$ cat src/rtl/sched512_pkg.sv
package sched512_pkg;

  typedef logic [63:0] word_t;

  // rotate a 64-bit word right by a constant amount
  function automatic word_t ror64(input word_t x, input int unsigned n);
    return (x >> n) | (x << (64 - n));
  endfunction

  // small sigma 0: used on the oldest-but-one tap
  function automatic word_t ssig0(input word_t x);
    return ror64(x, 1) ^ ror64(x, 8) ^ (x >> 7);
  endfunction

  // small sigma 1: used on the second newest tap
  function automatic word_t ssig1(input word_t x);
    return ror64(x, 19) ^ ror64(x, 61) ^ (x >> 6);
  endfunction

  // full feedback word, modulo 2^64
  function automatic word_t sched_mix(input word_t w_t2, input word_t w_t7,
                                      input word_t w_t15, input word_t w_t16);
    return ssig1(w_t2) + w_t7 + ssig0(w_t15) + w_t16;
  endfunction

endpackage

$ cat src/rtl/sched_ctrl.sv
module sched_ctrl #(
  parameter int ROUNDS = 80,
  parameter int LOAD   = 16,
  parameter int RND_W  = $clog2(ROUNDS)
) (
  input  logic             clk,
  input  logic             rst_n,
  input  logic             start,
  input  logic             in_valid,
  output logic [RND_W-1:0] rnd,
  output logic             load_phase,
  output logic             fire,
  output logic             last
);
  localparam logic [RND_W-1:0] LAST_R = RND_W'(ROUNDS - 1);
  localparam logic [RND_W-1:0] LOAD_R = RND_W'(LOAD);

  assign load_phase = (rnd < LOAD_R);
  assign last       = (rnd == LAST_R);
  // a word is produced when not restarting and either input data or feedback is there
  assign fire       = !start && (load_phase ? in_valid : 1'b1);

  always_ff @(posedge clk or negedge rst_n) begin
    if (!rst_n)      rnd <= '0;
    else if (start)  rnd <= '0;
    else if (fire)   rnd <= last ? '0 : rnd + 1'b1;
  end
endmodule

$ cat src/rtl/sched_window.sv
module sched_window
  import sched512_pkg::*;
#(
  parameter int DEPTH = 16
) (
  input  logic  clk,
  input  logic  rst_n,
  input  logic  shift_en,
  input  logic  sel_ext,
  input  word_t ext_word,
  input  word_t fb_word,
  output word_t head_word,
  output word_t tap_t2,
  output word_t tap_t7,
  output word_t tap_t15,
  output word_t tap_t16
);
  // stage k holds W[t-1-k]
  localparam int I_T2  = 1;
  localparam int I_T7  = 6;
  localparam int I_T15 = DEPTH - 2;
  localparam int I_T16 = DEPTH - 1;

  assign head_word = sel_ext ? ext_word : fb_word;

  for (genvar k = 0; k < DEPTH; k++) begin : g_stg
    word_t q;
    if (k == 0) begin : g_head
      always_ff @(posedge clk or negedge rst_n) begin
        if (!rst_n)        q <= '0;
        else if (shift_en) q <= head_word;
      end
    end else begin : g_body
      always_ff @(posedge clk or negedge rst_n) begin
        if (!rst_n)        q <= '0;
        else if (shift_en) q <= g_stg[k-1].q;
      end
    end
  end

  assign tap_t2  = g_stg[I_T2].q;
  assign tap_t7  = g_stg[I_T7].q;
  assign tap_t15 = g_stg[I_T15].q;
  assign tap_t16 = g_stg[I_T16].q;
endmodule

$ cat src/rtl/sched_feedback.sv
module sched_feedback
  import sched512_pkg::*;
(
  input  word_t w_t2,
  input  word_t w_t7,
  input  word_t w_t15,
  input  word_t w_t16,
  output word_t fb_word
);
  assign fb_word = sched_mix(w_t2, w_t7, w_t15, w_t16);
endmodule

$ cat src/rtl/wsched_gen.sv
module wsched_gen
  import sched512_pkg::*;
#(
  parameter int ROUNDS = 80,
  parameter int LOAD   = 16,
  parameter int RND_W  = $clog2(ROUNDS)
) (
  input  logic             clk,
  input  logic             rst_n,
  input  logic             start,
  input  logic             in_valid,
  output logic             in_ready,
  input  logic [63:0]      in_word,
  output logic             w_valid,
  output logic [63:0]      w_word,
  output logic [RND_W-1:0] w_round,
  output logic             done
);
  logic  load_phase, fire, last;
  word_t t2, t7, t15, t16, fb, head;

  sched_ctrl #(.ROUNDS(ROUNDS), .LOAD(LOAD), .RND_W(RND_W)) u_ctrl (
    .clk(clk), .rst_n(rst_n), .start(start), .in_valid(in_valid),
    .rnd(w_round), .load_phase(load_phase), .fire(fire), .last(last)
  );

  sched_window #(.DEPTH(LOAD)) u_win (
    .clk(clk), .rst_n(rst_n), .shift_en(fire), .sel_ext(load_phase),
    .ext_word(in_word), .fb_word(fb), .head_word(head),
    .tap_t2(t2), .tap_t7(t7), .tap_t15(t15), .tap_t16(t16)
  );

  sched_feedback u_fb (
    .w_t2(t2), .w_t7(t7), .w_t15(t15), .w_t16(t16), .fb_word(fb)
  );

  assign in_ready = load_phase && !start;
  assign w_valid  = fire;
  assign w_word   = head;
  assign done     = fire && last;
endmodule

$ cat config.mk
export PLATFORM = sky130hd
export DESIGN_NAME = wsched_gen
export DESIGN_NICKNAME = d
export VERILOG_FILES = /design/src/rtl/sched512_pkg.sv /design/src/rtl/sched_ctrl.sv /design/src/rtl/sched_window.sv /design/src/rtl/sched_feedback.sv /design/src/rtl/wsched_gen.sv
export SDC_FILE = /design/constraint.sdc
export NUM_CORES = 2
export LEC_CHECK = 0
export ABC_CLOCK_PERIOD_IN_PS = 5150
export CORE_ASPECT_RATIO = 1.5
export CORE_UTILIZATION = 58
export CTS_BUF_LIST = sky130_fd_sc_hd__clkbuf_8 sky130_fd_sc_hd__clkbuf_16
export CTS_CLUSTER_DIAMETER = 60
export CTS_CLUSTER_SIZE = 30
export DETAILED_ROUTE_END_ITERATION = 8
export DONT_BUFFER_PORTS = 1
export PLACE_DENSITY_LB_ADDON = 0.3
export SLEW_MARGIN = 20
export SYNTH_ARGS = -nofsm -noshare
export SYNTH_HDL_FRONTEND = slang
export SYNTH_SLANG_ARGS = --single-unit
$ cat constraint.sdc
create_clock -name clk -period 5.15 [get_ports clk]
set_clock_uncertainty 0.2 [all_clocks]
set_input_delay 0.515 -clock clk [delete_from_list [all_inputs] [get_ports clk]]
set_output_delay 0.515 -clock clk [all_outputs]
set_load 0.05 [all_outputs]
Yosys cells after proc, flatten, opt, wreduce, memory -nomap -nowiden
Cells that the tools add are included.
{"block": "totals", "inputBits": 68, "latchBits": 0, "memories": 0, "ff_bits": 1031, "wordCells": 41, "output_inout_bits": 74, "rom_bits": 0, "ram_bits": 0}
{"block": "classes", "n_reduce_logical": 5, "n_bitwise": 8, "n_shift": 0, "n_div": 0, "magnitude_cmp": 1, "addsub": 4, "n_eq_ne": 1, "mux": 5, "n_mul": 0}
{"op": "$add A64 B64 Y64", "n": 3}
{"op": "$xor A64 B64 Y64", "n": 2}
{"op": "$mux W64", "n": 1}
{"op": "$or A3 B64 Y64", "n": 1}
{"op": "$or A45 B64 Y64", "n": 1}
{"op": "$or A56 B64 Y64", "n": 1}
{"op": "$or A63 B64 Y64", "n": 1}
{"op": "$xor A64 B57 Y64", "n": 1}
{"op": "$xor A64 B58 Y64", "n": 1}
{"op": "$mux W7", "n": 3}
{"op": "$add A7 B1 Y7 const B", "n": 1}
{"op": "$eq A7 B7 Y1 const B", "n": 1}
{"op": "$lt A7 B5 Y1 const B", "n": 1}
{"op": "$logic_and A1 B1 Y1", "n": 3}
{"op": "$reduce_bool A2 Y1", "n": 1}
{"op": "$logic_not A1 Y1", "n": 1}
{"op": "$mux W1", "n": 1}

Logic depth before layout (Yosys ltp)
{"block": "depth", "word_depth": 7, "ltp_mapped": 20, "mapped_depth_nobuf": 19}

Hierarchy
From an unflattened synthesis, not the netlist that was laid out.
{"block": "unflattened", "cells_unflattened": 3470, "area_unflattened_um2": 48845.6}
{"mod": "sched_window", "instances": 1, "seq_area_each_um2": 25624.6, "cells_per_inst": 2233, "area_each_um2": 38778.4}
{"mod": "sched_feedback", "instances": 1, "seq_area_each_um2": 0.0, "cells_per_inst": 1189, "area_each_um2": 9613.0}
{"mod": "sched_ctrl", "instances": 1, "seq_area_each_um2": 175.2, "cells_per_inst": 46, "area_each_um2": 434.2}
{"mod": "wsched_gen", "instances": 1, "seq_area_each_um2": 0.0, "cells_per_inst": 2, "area_each_um2": 20.0}

Worst setup path before layout
No wires, ideal clock.
{"block": "synth_path", "path_kind": "register to output", "from": "register u_win.g_stg[14].q[9] (netlist: u_win.tap_t15[9])", "to": "output w_word[57]", "stages_incl_launch_ff": 21, "path_buffers": 1, "path_slack_ps": -612, "arrival_time_ps": 5047, "required_ps": 4435, "cell_sequence": "dfrtp_1 clkbuf_1 xnor2_1 xnor2_1 fa_1 inv_1 fa_1 inv_1 ha_1 inv_1 fa_1 nand2b_1 a21oi_2 o2111ai_2 a31oi_1 a21o_1 a211o_4 a41oi_4 a21oi_1 xnor2_1 o21ai_0"}
{"block": "synth_between", "elab_chain_len": 6, "word_cells_on_any_way": 7, "classes_between": "add/sub: 2; mux: 1; bitwise: 4"}
{"element": "from (decl)", "line_no": "sched_window.sv:27", "rtl": "word_t q;"}
{"element": "from (signal assigned)", "line_no": "sched_window.sv:36", "rtl": "else if (shift_en) q <= g_stg[k-1].q;"}
{"element": "$or A56 B64 Y64 / $or A63 B64 Y64 (equally long branches)", "line_no": "sched512_pkg.sv:7", "rtl": "return (x >> n) | (x << (64 - n));"}
{"element": "$xor A64 B64 Y64", "line_no": "sched512_pkg.sv:12", "rtl": "return ror64(x, 1) ^ ror64(x, 8) ^ (x >> 7);"}
{"element": "$xor A64 B57 Y64 *", "line_no": "sched512_pkg.sv:12"}
{"element": "$add A64 B64 Y64 * (2 in a row)", "line_no": "sched512_pkg.sv:23", "rtl": "return ssig1(w_t2) + w_t7 + ssig0(w_t15) + w_t16;"}
{"element": "$mux W64 *", "line_no": "sched_window.sv:24", "rtl": "assign head_word = sel_ext ? ext_word : fb_word;"}
{"element": "to (decl)", "line_no": "wsched_gen.sv:15", "rtl": "output logic [63:0] w_word,"}
Mark *: on every way between the ends. The rest lies on a longest branch, timed or not.

Worst setup path in the final report
{"block": "layout_path", "from": "register u_win.g_stg[1].q[24] (netlist: u_win.tap_t2[24])", "to": "output w_word[46]"}
{"block": "layout_between", "elab_chain_len": 7, "word_cells_on_any_way": 8, "classes_between": "add/sub: 3; mux: 1; bitwise: 4"}
{"element": "from (decl)", "line_no": "sched_window.sv:27"}
{"element": "from (signal assigned)", "line_no": "sched_window.sv:36"}
{"element": "$or A45 B64 Y64 / $or A3 B64 Y64 (equally long branches)", "line_no": "sched512_pkg.sv:7"}
{"element": "$xor A64 B64 Y64", "line_no": "sched512_pkg.sv:17", "rtl": "return ror64(x, 19) ^ ror64(x, 61) ^ (x >> 6);"}
{"element": "$xor A64 B58 Y64 *", "line_no": "sched512_pkg.sv:17"}
{"element": "$add A64 B64 Y64 * (3 in a row)", "line_no": "sched512_pkg.sv:23"}
{"element": "$mux W64 *", "line_no": "sched_window.sv:24"}
Marked as above.

==> reports/results.ini <==
[final_layout]
final_util = 0.707
n_antenna_cell = 0
finalNonFillerCells = 7126
drive_above_1_share = 0.184
multiInputGateArea_um2 = 23200
nFillCells = 6328
nets = 6228
syn_to_final_growth_pct = 20.8
seq_area_um2 = 25800
final_area_um2 = 59100

[placed_design]
placed_cell_area_um2 = 53400
post-place-cells = 6932
gp_congestion = 1.00
pre_cts_ws_ns = -0.665
numPortBuffers = 0
hpwl_um = 90000

[floorplanning]
die_x_um = 239
rows = 130
core_um2 = 83600
ios = 142
initial_core_util = 0.585
die_h_um = 358
die_area_um2 = 85500

[sta]
fin_hold_ws_ns = 0.0144
slew_violations = 0
setup_ws_ns = -0.809
tns_ns = -28.87
tightest_slew_ns = 0.995
slew_headroom = 0.337
min_period_over_period = 1.16
max_freq_mhz = 168
hold_viol = 0
setup_viol = 53
min_period_ns = 5.96
grt_setup_unrepaired = yes

[logic_synthesis]
yosysSeqAreaShare = 0.528
synth_edf_count = 0
synth_seq_cells = 1031
synth_cells = 5670
syn_area_um2 = 48900
ys_types = 72
synthFlopType = dfrtp_1
synthArstFlopShare = 1.00
synth_nets = 5928
synth.avg_cell_area_um2 = 8.62
ys_warn_count = 0

[setup_path]
cp.required_ns = 4.43
critPathMaxFanout = 6
end_kind = output port
crit_path_start_kind = register
arrival_ns = 5.24
worst-setup-path-type = register to output port

[clock_network]
clk_pin_slew_worst_paths_ns = 0.11
cts_sinks = 1031
cts_buffers = 49
h-tree-depth = 2
cts_root_buf = clkbuf_16
clk_latency_ns = 0.66
cts_tree = yes
clockBufferDepth = 3

[power_and_ir_drop]
p_total_mw = 45.9
pwr_density_cell_nw_per_um2 = 777
leakage_nw = 31.2
peakVddDrop_v = 0.000605

[drt]
vias = 37800
drt_wl_total_um = 130000
first_pass_iters = 5
vias_per_cell = 5.30
ant_nets = 0
drtIter0Drc = 3842
wire_per_inst_um = 18.3
post-route-drc-count = 0

[run]
cap_violations = 0

[global_routing]
grt_usage = 0.309
grt_pass1_vias = 36400
antenna_found_initial = 0
grt_overflow = 0
grt_max_degree = 1032
grt_pass1_wl_um = 203000

[status]
status = complete, but fails checks
violations = negative setup slack

[worst_hold_path]
hold_path.class = input port to register

## report_power, final
part           switching, mW  internal, mW
registers               1.21          9.68
clock network           2.87          2.11
logic                   16.1          14.0
total                   20.1          25.7
## final cells by class
type	instances	area share
well taps	1122	0.0238
multi-input cells	3981	0.393
flip-flops and latches	1031	0.438
repair buffers	630	0.0984
inverters	277	0.0177
clock inverters	35	0.00870
clock buffers	50	0.0210
## logic make-up (layout without fill, tap and decap cells)
| family | after synthesis | count (layout) | share of synthesized area |
|---|---|---|---|
| XOR/XNOR | 307 | 307 | 0.0550 |
| multiplexers | 36 | 36 | 0.00829 |
| adder cells (fa/ha/maj) | 190 | 190 | 0.0680 |
| buffers and inverters | 658 | 992 | 0.0510 |
| flip-flops | 1031 | 1031 | 0.528 |
| AND/OR/NAND/NOR | 3038 | 3038 | 0.240 |
| AO/OA/AOI/OAI | 410 | 410 | 0.0505 |
## per-layer routing
| layer | wire length (um) | part of all wire | track usage |
|---|---|---|---|
| met1 | 54900 | 0.42 | 0.432 |
| met2 | 60400 | 0.46 | 0.480 |
| met3 | 7080 | 0.054 | 0.0373 |
| met4 | 8140 | 0.062 | 0.159 |
| met5 | 0 | 0 | 0 |
## repair_timing
item | in CTS | in global routing
gates resized for setup | 334 | 212
pin swaps | 118 | 120
endpoints found under the setup margin | 70 | 61
setup buffers | 42 | 37
hold buffers | 34 | 2
endpoints found under the hold margin | 1068 | 391
gates cloned | 0 | 0
## worst max-delay path, cell delays in order (launching register included)
cell	delay (ns)
dfrtp_2	0.46
buf_4	0.16
xnor2_2	0.14
xnor2_1	0.15
fa_1	0.53
inv_1	0.06
fa_1	0.48
inv_1	0.05
ha_1	0.30
buf_4	0.18
a21o_1	0.17
a21oi_1	0.15
o211ai_1	0.09
o21bai_2	0.21
o21ai_4	0.22
nand2_2	0.09
a211o_1	0.31
a31oi_4	0.25
xnor2_4	0.12
mux2_4	0.29
buf_12	0.15
## sequential cells by signal, indices dropped and copies added, names as in the netlist
signal	count
u_win.tap_t16	64
u_win.tap_t7	64
u_win.tap_t2	64
u_ctrl.rnd	7
u_win.g_stg.q	768
u_win.tap_t15	64
## placed cells by master, fill, tap and decap left out, types with 8 or more instances in the layout
master and n:
nand2_1 2812, dfrtp_1 993, nor2_1 81, a21oi_4 11, o21ai_0 127, nor3_1 10
a31oi_1 18, o21a_1 8, dlygate4sd3_1 35, a21o_1 29, o21ai_4 11, and3_1 9
buf_12 49, fa_1 124, dfrtp_2 38, nand4_1 20, nand2_2 15, buf_6 61
ha_4 31, o21ai_1 12, xnor2_1 173, buf_4 476, a21oi_1 58, xor2_1 27
a21oi_2 38, nand3_1 12, inv_2 20, xnor2_4 23, ha_1 31, mux2_2 29
o21ai_2 25, o21bai_1 10, clkbuf_16 49, inv_1 259, xnor2_2 78
## worst paths after layout
kind | slack (ns) | from | cells after the start | endpoint
max in group asynchronous | 1.18 | rst_n | 6 | u_win.tap_t2[44]
min reg2reg | 0.26 | u_win.g_stg[10].q[38] | 2 | u_win.g_stg[11].q[38]
min in group asynchronous | 0.21 | rst_n | 2 | u_win.g_stg[4].q[12]
min | 0.01 | in_word[13] | 3 | u_win.g_stg[0].q[13]
max reg2reg | 0.10 | u_win.tap_t2[27] | 21 | u_win.g_stg[0].q[37]
max | -0.81 | u_win.tap_t2[24] | 20 | w_word[46]
## cells in the mapped netlist (3+ instances only)
master,n,area (um^2)
a21o_1,29,218
buf_2,9,45.0
mux2i_1,3,30.0
nor3_1,14,70.1
a31oi_1,25,156
or2_2,3,18.8
xor2_1,33,289
a21oi_1,104,521
nand4_1,20,125
o22ai_1,4,25.0
a211oi_1,4,30.0
o31ai_1,7,52.6
inv_1,277,1040
a211o_1,4,35.0
xnor2_1,274,2400
o21a_1,8,60.1
ha_1,64,801
nor4_1,3,18.8
o211ai_1,7,52.6
or3_1,11,68.8
o21ai_0,161,806
buf_1,8,30.0
clkbuf_1,362,1360
nand2b_1,7,43.8
mux2_2,32,360
dfrtp_1,1031,25800
fa_1,126,2520
and2_1,5,31.3
nand2_1,2831,10600
o21ai_1,12,60.1
a21oi_2,3,26.3
o21bai_1,13,97.6
and3_1,12,75.1
nor2_1,94,353
nor2b_1,5,31.3
nand3_1,17,85.1
(Power assumes the default switching activity.)
